$ cat src/rtl/sct_bank_pkg.sv
package sct_bank_pkg;
  localparam int SLOT_IDX_W = 8;

  typedef enum logic [1:0] {
    OP_WRITE = 2'd0,
    OP_SET   = 2'd1,
    OP_CLEAR = 2'd2,
    OP_FLIP  = 2'd3
  } sctOp_e;

  typedef struct packed {
    logic                  wrMain;
    logic                  wrAux;
    logic                  rdMain;
    logic                  rdAux;
    logic                  rdId;
    logic                  err;
    sctOp_e                op;
    logic [SLOT_IDX_W-1:0] idx;
  } sctStrb_t;

  function automatic logic [31:0] applyOp(sctOp_e op, logic [31:0] cur, logic [31:0] wd);
    logic [31:0] res;
    case (op)
      OP_WRITE: res = wd;
      OP_SET:   res = cur | wd;
      OP_CLEAR: res = cur & ~wd;
      default:  res = cur ^ wd;
    endcase
    return res;
  endfunction
endpackage

$ cat src/rtl/sct_ctrl.sv
module sct_ctrl
  import sct_bank_pkg::*;
#(
  parameter int ADDR_W    = 12,
  parameter int N_MAIN    = 8,
  parameter int N_AUX     = 4,
  parameter int MAIN_BASE = 'h060,
  parameter int AUX_BASE  = 'h200,
  parameter int ID_ADDR   = 'h800
) (
  input  logic              busReq,
  input  logic              busWrite,
  input  logic [ADDR_W-1:0] busAddr,
  output sctStrb_t          strb
);
  localparam logic [ADDR_W-1:0] MAIN_LO = ADDR_W'(MAIN_BASE);
  localparam logic [ADDR_W-1:0] MAIN_HI = ADDR_W'(MAIN_BASE + N_MAIN * 16);
  localparam logic [ADDR_W-1:0] AUX_LO  = ADDR_W'(AUX_BASE);
  localparam logic [ADDR_W-1:0] AUX_HI  = ADDR_W'(AUX_BASE + N_AUX * 16);
  localparam logic [ADDR_W-1:0] ID_A    = ADDR_W'(ID_ADDR);

  logic aligned, idHit, mainHit, auxHit;
  logic [ADDR_W-1:0] mainOff, auxOff;

  assign aligned = (busAddr[1:0] == 2'b00);
  assign idHit   = (busAddr == ID_A);
  assign mainHit = (busAddr >= MAIN_LO) && (busAddr < MAIN_HI);
  assign auxHit  = (busAddr >= AUX_LO) && (busAddr < AUX_HI);
  assign mainOff = busAddr - MAIN_LO;
  assign auxOff  = busAddr - AUX_LO;

  always_comb begin
    strb = '0;
    strb.op = sctOp_e'(busAddr[3:2]);
    if (busReq) begin
      if (!aligned) begin
        strb.err = 1'b1;
      end else if (idHit) begin
        if (busWrite) strb.err = 1'b1;
        else          strb.rdId = 1'b1;
      end else if (mainHit) begin
        strb.idx = SLOT_IDX_W'(mainOff >> 4);
        if (busWrite) strb.wrMain = 1'b1;
        else          strb.rdMain = 1'b1;
      end else if (auxHit) begin
        strb.idx = SLOT_IDX_W'(auxOff >> 4);
        if (busWrite) strb.wrAux = 1'b1;
        else          strb.rdAux = 1'b1;
      end else begin
        strb.err = 1'b1;
      end
    end
  end
endmodule

$ cat src/rtl/sct_datapath.sv
module sct_datapath
  import sct_bank_pkg::*;
#(
  parameter int                     N_MAIN    = 8,
  parameter int                     N_AUX     = 4,
  parameter int                     LOCK_BIT  = 31,
  parameter logic [N_MAIN-1:0]      LOCK_MASK = '1,
  parameter logic [N_MAIN-1:0][31:0] MAIN_RST = '0,
  parameter logic [N_AUX-1:0][31:0]  AUX_RST  = '0,
  parameter logic [31:0]            ID_WORD   = 32'h0072_0010
) (
  input  logic        clk,
  input  logic        rstN,
  input  logic        busReq,
  input  logic [31:0] busWdata,
  input  sctStrb_t    strb,
  output logic        busReady,
  output logic [31:0] busRdata,
  output logic        busErr
);
  localparam int MIDX_W = (N_MAIN > 1) ? $clog2(N_MAIN) : 1;
  localparam int AIDX_W = (N_AUX > 1) ? $clog2(N_AUX) : 1;
  localparam logic [31:0] LOCK_VAL = 32'(1) << LOCK_BIT;

  logic [31:0] mainQ [N_MAIN];
  logic [31:0] auxQ  [N_AUX];
  logic [MIDX_W-1:0] mIdx;
  logic [AIDX_W-1:0] aIdx;
  logic [31:0] rdVal;

  assign mIdx = MIDX_W'(strb.idx);
  assign aIdx = AIDX_W'(strb.idx);

  for (genvar i = 0; i < N_MAIN; i++) begin : g_main
    localparam logic [31:0] RV = MAIN_RST[i] | (LOCK_MASK[i] ? LOCK_VAL : 32'h0);
    always_ff @(posedge clk) begin
      if (!rstN)
        mainQ[i] <= RV;
      else if (strb.wrMain && (mIdx == MIDX_W'(i)))
        mainQ[i] <= applyOp(strb.op, mainQ[i], busWdata);
    end
  end

  for (genvar j = 0; j < N_AUX; j++) begin : g_aux
    always_ff @(posedge clk) begin
      if (!rstN)
        auxQ[j] <= AUX_RST[j];
      else if (strb.wrAux && (aIdx == AIDX_W'(j)))
        auxQ[j] <= applyOp(strb.op, auxQ[j], busWdata);
    end
  end

  always_comb begin
    rdVal = '0;
    if (strb.rdId)        rdVal = ID_WORD;
    else if (strb.rdMain) rdVal = mainQ[mIdx];
    else if (strb.rdAux)  rdVal = auxQ[aIdx];
  end

  always_ff @(posedge clk) begin
    if (!rstN) begin
      busReady <= 1'b0;
      busRdata <= '0;
      busErr   <= 1'b0;
    end else begin
      busReady <= busReq;
      busRdata <= rdVal;
      busErr   <= strb.err;
    end
  end
endmodule

$ cat src/rtl/sct_reg_bank.sv
module sct_reg_bank
  import sct_bank_pkg::*;
#(
  parameter int                      ADDR_W    = 12,
  parameter int                      N_MAIN    = 8,
  parameter int                      N_AUX     = 4,
  parameter int                      MAIN_BASE = 'h060,
  parameter int                      AUX_BASE  = 'h200,
  parameter int                      ID_ADDR   = 'h800,
  parameter int                      LOCK_BIT  = 31,
  parameter logic [N_MAIN-1:0]       LOCK_MASK = 8'b0011_1111,
  parameter logic [N_MAIN-1:0][31:0] MAIN_RST  = {32'h0, 32'h0, 32'h0000_1f80, 32'h0002_2018,
                                                  32'h0001_1020, 32'h5a5a_2a10, 32'h0040_202c,
                                                  32'h0000_2041},
  parameter logic [N_AUX-1:0][31:0]  AUX_RST   = '0,
  parameter logic [31:0]             ID_WORD   = 32'h0072_0010
) (
  input  logic              clk,
  input  logic              rstN,
  input  logic              busReq,
  input  logic              busWrite,
  input  logic [ADDR_W-1:0] busAddr,
  input  logic [31:0]       busWdata,
  output logic              busReady,
  output logic [31:0]       busRdata,
  output logic              busErr
);
  sctStrb_t strb;

  sct_ctrl #(
    .ADDR_W(ADDR_W), .N_MAIN(N_MAIN), .N_AUX(N_AUX),
    .MAIN_BASE(MAIN_BASE), .AUX_BASE(AUX_BASE), .ID_ADDR(ID_ADDR)
  ) u_ctrl (
    .busReq(busReq), .busWrite(busWrite), .busAddr(busAddr), .strb(strb)
  );

  sct_datapath #(
    .N_MAIN(N_MAIN), .N_AUX(N_AUX), .LOCK_BIT(LOCK_BIT), .LOCK_MASK(LOCK_MASK),
    .MAIN_RST(MAIN_RST), .AUX_RST(AUX_RST), .ID_WORD(ID_WORD)
  ) u_dp (
    .clk(clk), .rstN(rstN), .busReq(busReq), .busWdata(busWdata), .strb(strb),
    .busReady(busReady), .busRdata(busRdata), .busErr(busErr)
  );
endmodule

$ cat config.mk
export PLATFORM = sky130hd
export DESIGN_NAME = sct_reg_bank
export DESIGN_NICKNAME = d
export VERILOG_FILES = /design/src/rtl/sct_bank_pkg.sv /design/src/rtl/sct_ctrl.sv /design/src/rtl/sct_datapath.sv /design/src/rtl/sct_reg_bank.sv
export SDC_FILE = /design/constraint.sdc
export NUM_CORES = 1
export LEC_CHECK = 0
export ABC_AREA = 0
export BUFFER_PORTS_ARGS = -buffer_cell sky130_fd_sc_hd__clkbuf_2
export CAP_MARGIN = 10
export CORE_ASPECT_RATIO = 0.6
export CORE_MARGIN = 8
export CORE_UTILIZATION = 30
export CTS_BUF_LIST = sky130_fd_sc_hd__clkbuf_2 sky130_fd_sc_hd__clkbuf_4 sky130_fd_sc_hd__clkbuf_8
export DETAILED_ROUTE_END_ITERATION = 12
export PLACE_DENSITY = 0.42
export REMOVE_ABC_BUFFERS = 1
export SYNTH_ARGS = -nofsm -noshare
export SYNTH_HDL_FRONTEND = slang
export SYNTH_SLANG_ARGS = --single-unit
$ cat constraint.sdc
create_clock -name clk -period 9.09 [get_ports clk]
set_clock_uncertainty 0.05 [all_clocks]
set_input_delay 0.909 -clock clk [delete_from_list [all_inputs] [get_ports clk]]
set_output_delay 0.909 -clock clk [all_outputs]
set_load 0.01 [all_outputs]
==> impl_metrics.yaml <==
yosys:
  synthArstFlopShare_pct: 0
  yosys_warnings: 0
  synthAdderAreaFrac_pct: 24.6
  yosysUniqueCellTypes: 59
  yosysTopAreaCellShare_pct: 29.5
  yosysMostFrequentCell: "ha_1"
  avgSynthCellArea_um2: 8.21
  synth_edf_count: 384
  synth_xor_area_share_pct: 0
  synthFlopType: "edfxtp_1"
  syn-cell-area_um2: 39000
  ys_ff_latch: 418
  synth_cells: 4758
  synthTopCellsByArea: "edfxtp_1, ha_1, nor2b_1, a21oi_1, o21ai_0"
  synth_top_family_by_area: "adder cells"
  yosysSeqAreaShare_pct: 31.3
  yosys.area_share.simple_pct: 20.5
  synth_compound_area_share_pct: 16.0
  synth_top_cells_by_count: "ha_1, nand2_1, a21oi_1, o21ai_0, inv_1"
  muxShareOfSynthArea_pct: 0.205
  synth_top_area_cell: "edfxtp_1"
timing:
  hold_viol_final: 0
  setup_viol: 0
  setup_tns_ns: 0
  slew_headroom_pct: 12.7
  fin_crit_sh_pct: 62.8
  final_max_slew_viol_count: 0
  fmax_mhz: 175
  period_minus_slack_ns: 5.71
  rsz0062_at_grt: "no"
  tightest_slew_ns: 1.31
clocking:
  tritoncts: "yes"
  cts_hold_buffers: 0
  clk_pin_slew_ns: 0.06
  cts_root_buf: "clkbuf_8"
  numCtsBuffers: 83
  clockBufferDepth: 3
  cts_max_level: 3
  cts_resized: 0
  post_cts_buffers: 0
  cts.sinks: 418
  clock_latency_ns: 0.77
routing:
  drt-total-wl_mm: 140
  drtAntennaViolNets: 0
  vias: 32900
  drc: 0
  drt_iter0_drc: 2877
  via_per_inst: 5.10
  avgRoutedWirePerCell_um: 21.8
  drt_pass1_iterations: 6
placed_design:
  port_buffers: 81
  place_congestion: 0.799
  post-dp-hpwl_mm: 85.4
  place_area_um2: 41300
global_routing:
  grt_max_degree: 238
  overflow: 0
  grt_util_all_layers_pct: 19.3
  grt_pass1_wl_mm: 208
  antenna_found_initial: 6
  grt_pass1_vias: 30200
critical_path:
  critPathMaxFanout: 103
  end_kind: "register"
  crit_type: "input port to register"
  arrival_ns: 6.05
  start_kind: "input port"
  required_ns: 9.43
run:
  drv_cap: 0
finish:
  final_area_um2: 42900
  area_delta_synth_final_pct: 9.91
  drive_gt1_share_pct: 7.40
  fillers: 13500
  final_nets: 5478
floorplanning:
  start_util_pct: 30.3
  io_pins: 82
  dieArea_um2: 142000
  fp-row-count: 102
  core_um2: 129000
  dieWidth_um: 482
  dieHeight_um: 295
power_and_ir_drop:
  power_density_nw_per_um2: 122
  ir_drop_v: 0.0000999
  p_leak_nw: 18.6
status:
  status: "finished, final reports clean"
min_path:
  worstHoldPathType: "input port to register"
-- kinds of logic (layout without fill, tap and decap cells) --
group                    count (synthesis)  count (layout)
adder cells (fa/ha/maj)                769             769
AO/OA/AOI/OAI                         1099            1099
multiplexers                             8               8
buffers and inverters                  762             731
other                                    0               2
AND/OR/NAND/NOR                       1702            1702
flip-flops                             418             418
-- power breakdown --
group,internal (mW),leakage [nW],switching (mW)
clock network,1.09,0.885,0.991
registers,2.17,3.89,0.0694
logic,0.322,13.8,0.610
-- stage by stage --
| stage | util [%] | std cells | total power, mW | hold slack, ns | worst slack (ns) |
|---|---|---|---|---|---|
| after detailed placement | 32.0 | 6292 | 3.21 | 0.566 | 2.62 |
| final | 33.3 | 6445 | 5.25 | 0.387 | 3.38 |
| after CTS | 33.3 | 6443 | 5.32 | 0.309 | 3.47 |
| after global routing | 33.3 | 6444 | 5.55 | 0.340 | 3.35 |
| after global placement | 32.0 | 6292 | 3.20 | 0.571 | 2.76 |
| after floorplan | - | 4414 | 2.83 | 0.495 | 1.96 |
-- critical path: stages --
cell     delay [ns]
buf_8          0.24
nor4_2         0.88
nand4_1        0.69
nand2_1        0.21
buf_4          0.46
nand2_1        0.78
o21ai_4        1.20
buf_4          0.55
-- sequential cells by signal (all words and copies together), names as in the netlist --
name and cells:
u_dp.mainQ 256, u_dp.auxQ 128, u_dp.busRdata 32, u_dp.busErr 1
u_dp.busReady 1
-- final timing paths --
path / from / endpoint / slack (ns) / cells past startpoint
worst max-delay path: busAddr[2] / u_dp.auxQ[2][16] / 3.38 / 8
worst min-delay path: busReq / u_dp.busReady / 0.39 / 2
worst max register to register: u_dp.mainQ[6][24] / u_dp.busRdata[24] / 6.96 / 5
worst min register to register: u_dp.auxQ[0][25] / u_dp.busRdata[25] / 0.59 / 2
-- final cells by class --
type | instances | area, µm² | area share (%)
Clock buffer | 131 | 1570 | 3.65
Multi-Input combinational cell | 3578 | 24300 | 56.6
Inverter | 418 | 1570 | 3.66
Antenna cell | 2 | 5.00 | 0.0117
Clock inverter | 20 | 88.8 | 0.207
Timing Repair Buffer | 162 | 1060 | 2.47
Tap cell | 1716 | 2150 | 5.00
Sequential cell | 418 | 12200 | 28.5
-- cell usage in the layout (no fill, tap or decap), types with 5 or more instances in the layout --
cell / count
o22a_1: 5
o22ai_1: 28
o311a_1: 5
a211oi_1: 13
nor3_1: 378
nand2_2: 5
clkbuf_2: 79
a222oi_1: 7
edfxtp_1: 384
a31oi_1: 11
a22oi_1: 35
a221o_1: 6
buf_4: 79
nor2_1: 391
mux2i_1: 8
clkinv_1: 15
nand2_1: 469
nand3_4: 5
nand3_2: 5
o211ai_1: 11
ha_1: 769
and2_1: 5
a211o_1: 31
a32oi_1: 5
nor2b_1: 386
dfxtp_1: 34
nand3_1: 31
clkbuf_4: 38
clkbuf_8: 93
a21oi_1: 431
o21ai_4: 12
o221ai_1: 11
o311ai_0: 12
a221oi_1: 23
o21ai_0: 419
inv_1: 417
a2111oi_0: 5
-- per-layer routing --
metal  routed length, µm  global-route usage, %
met4                2560                   3.71
met5                   0                      0
met2               55800                   27.4
met3                6720                   2.63
met1               75300                   30.5
No activity file was read; power rests on OpenSTA's default activity.
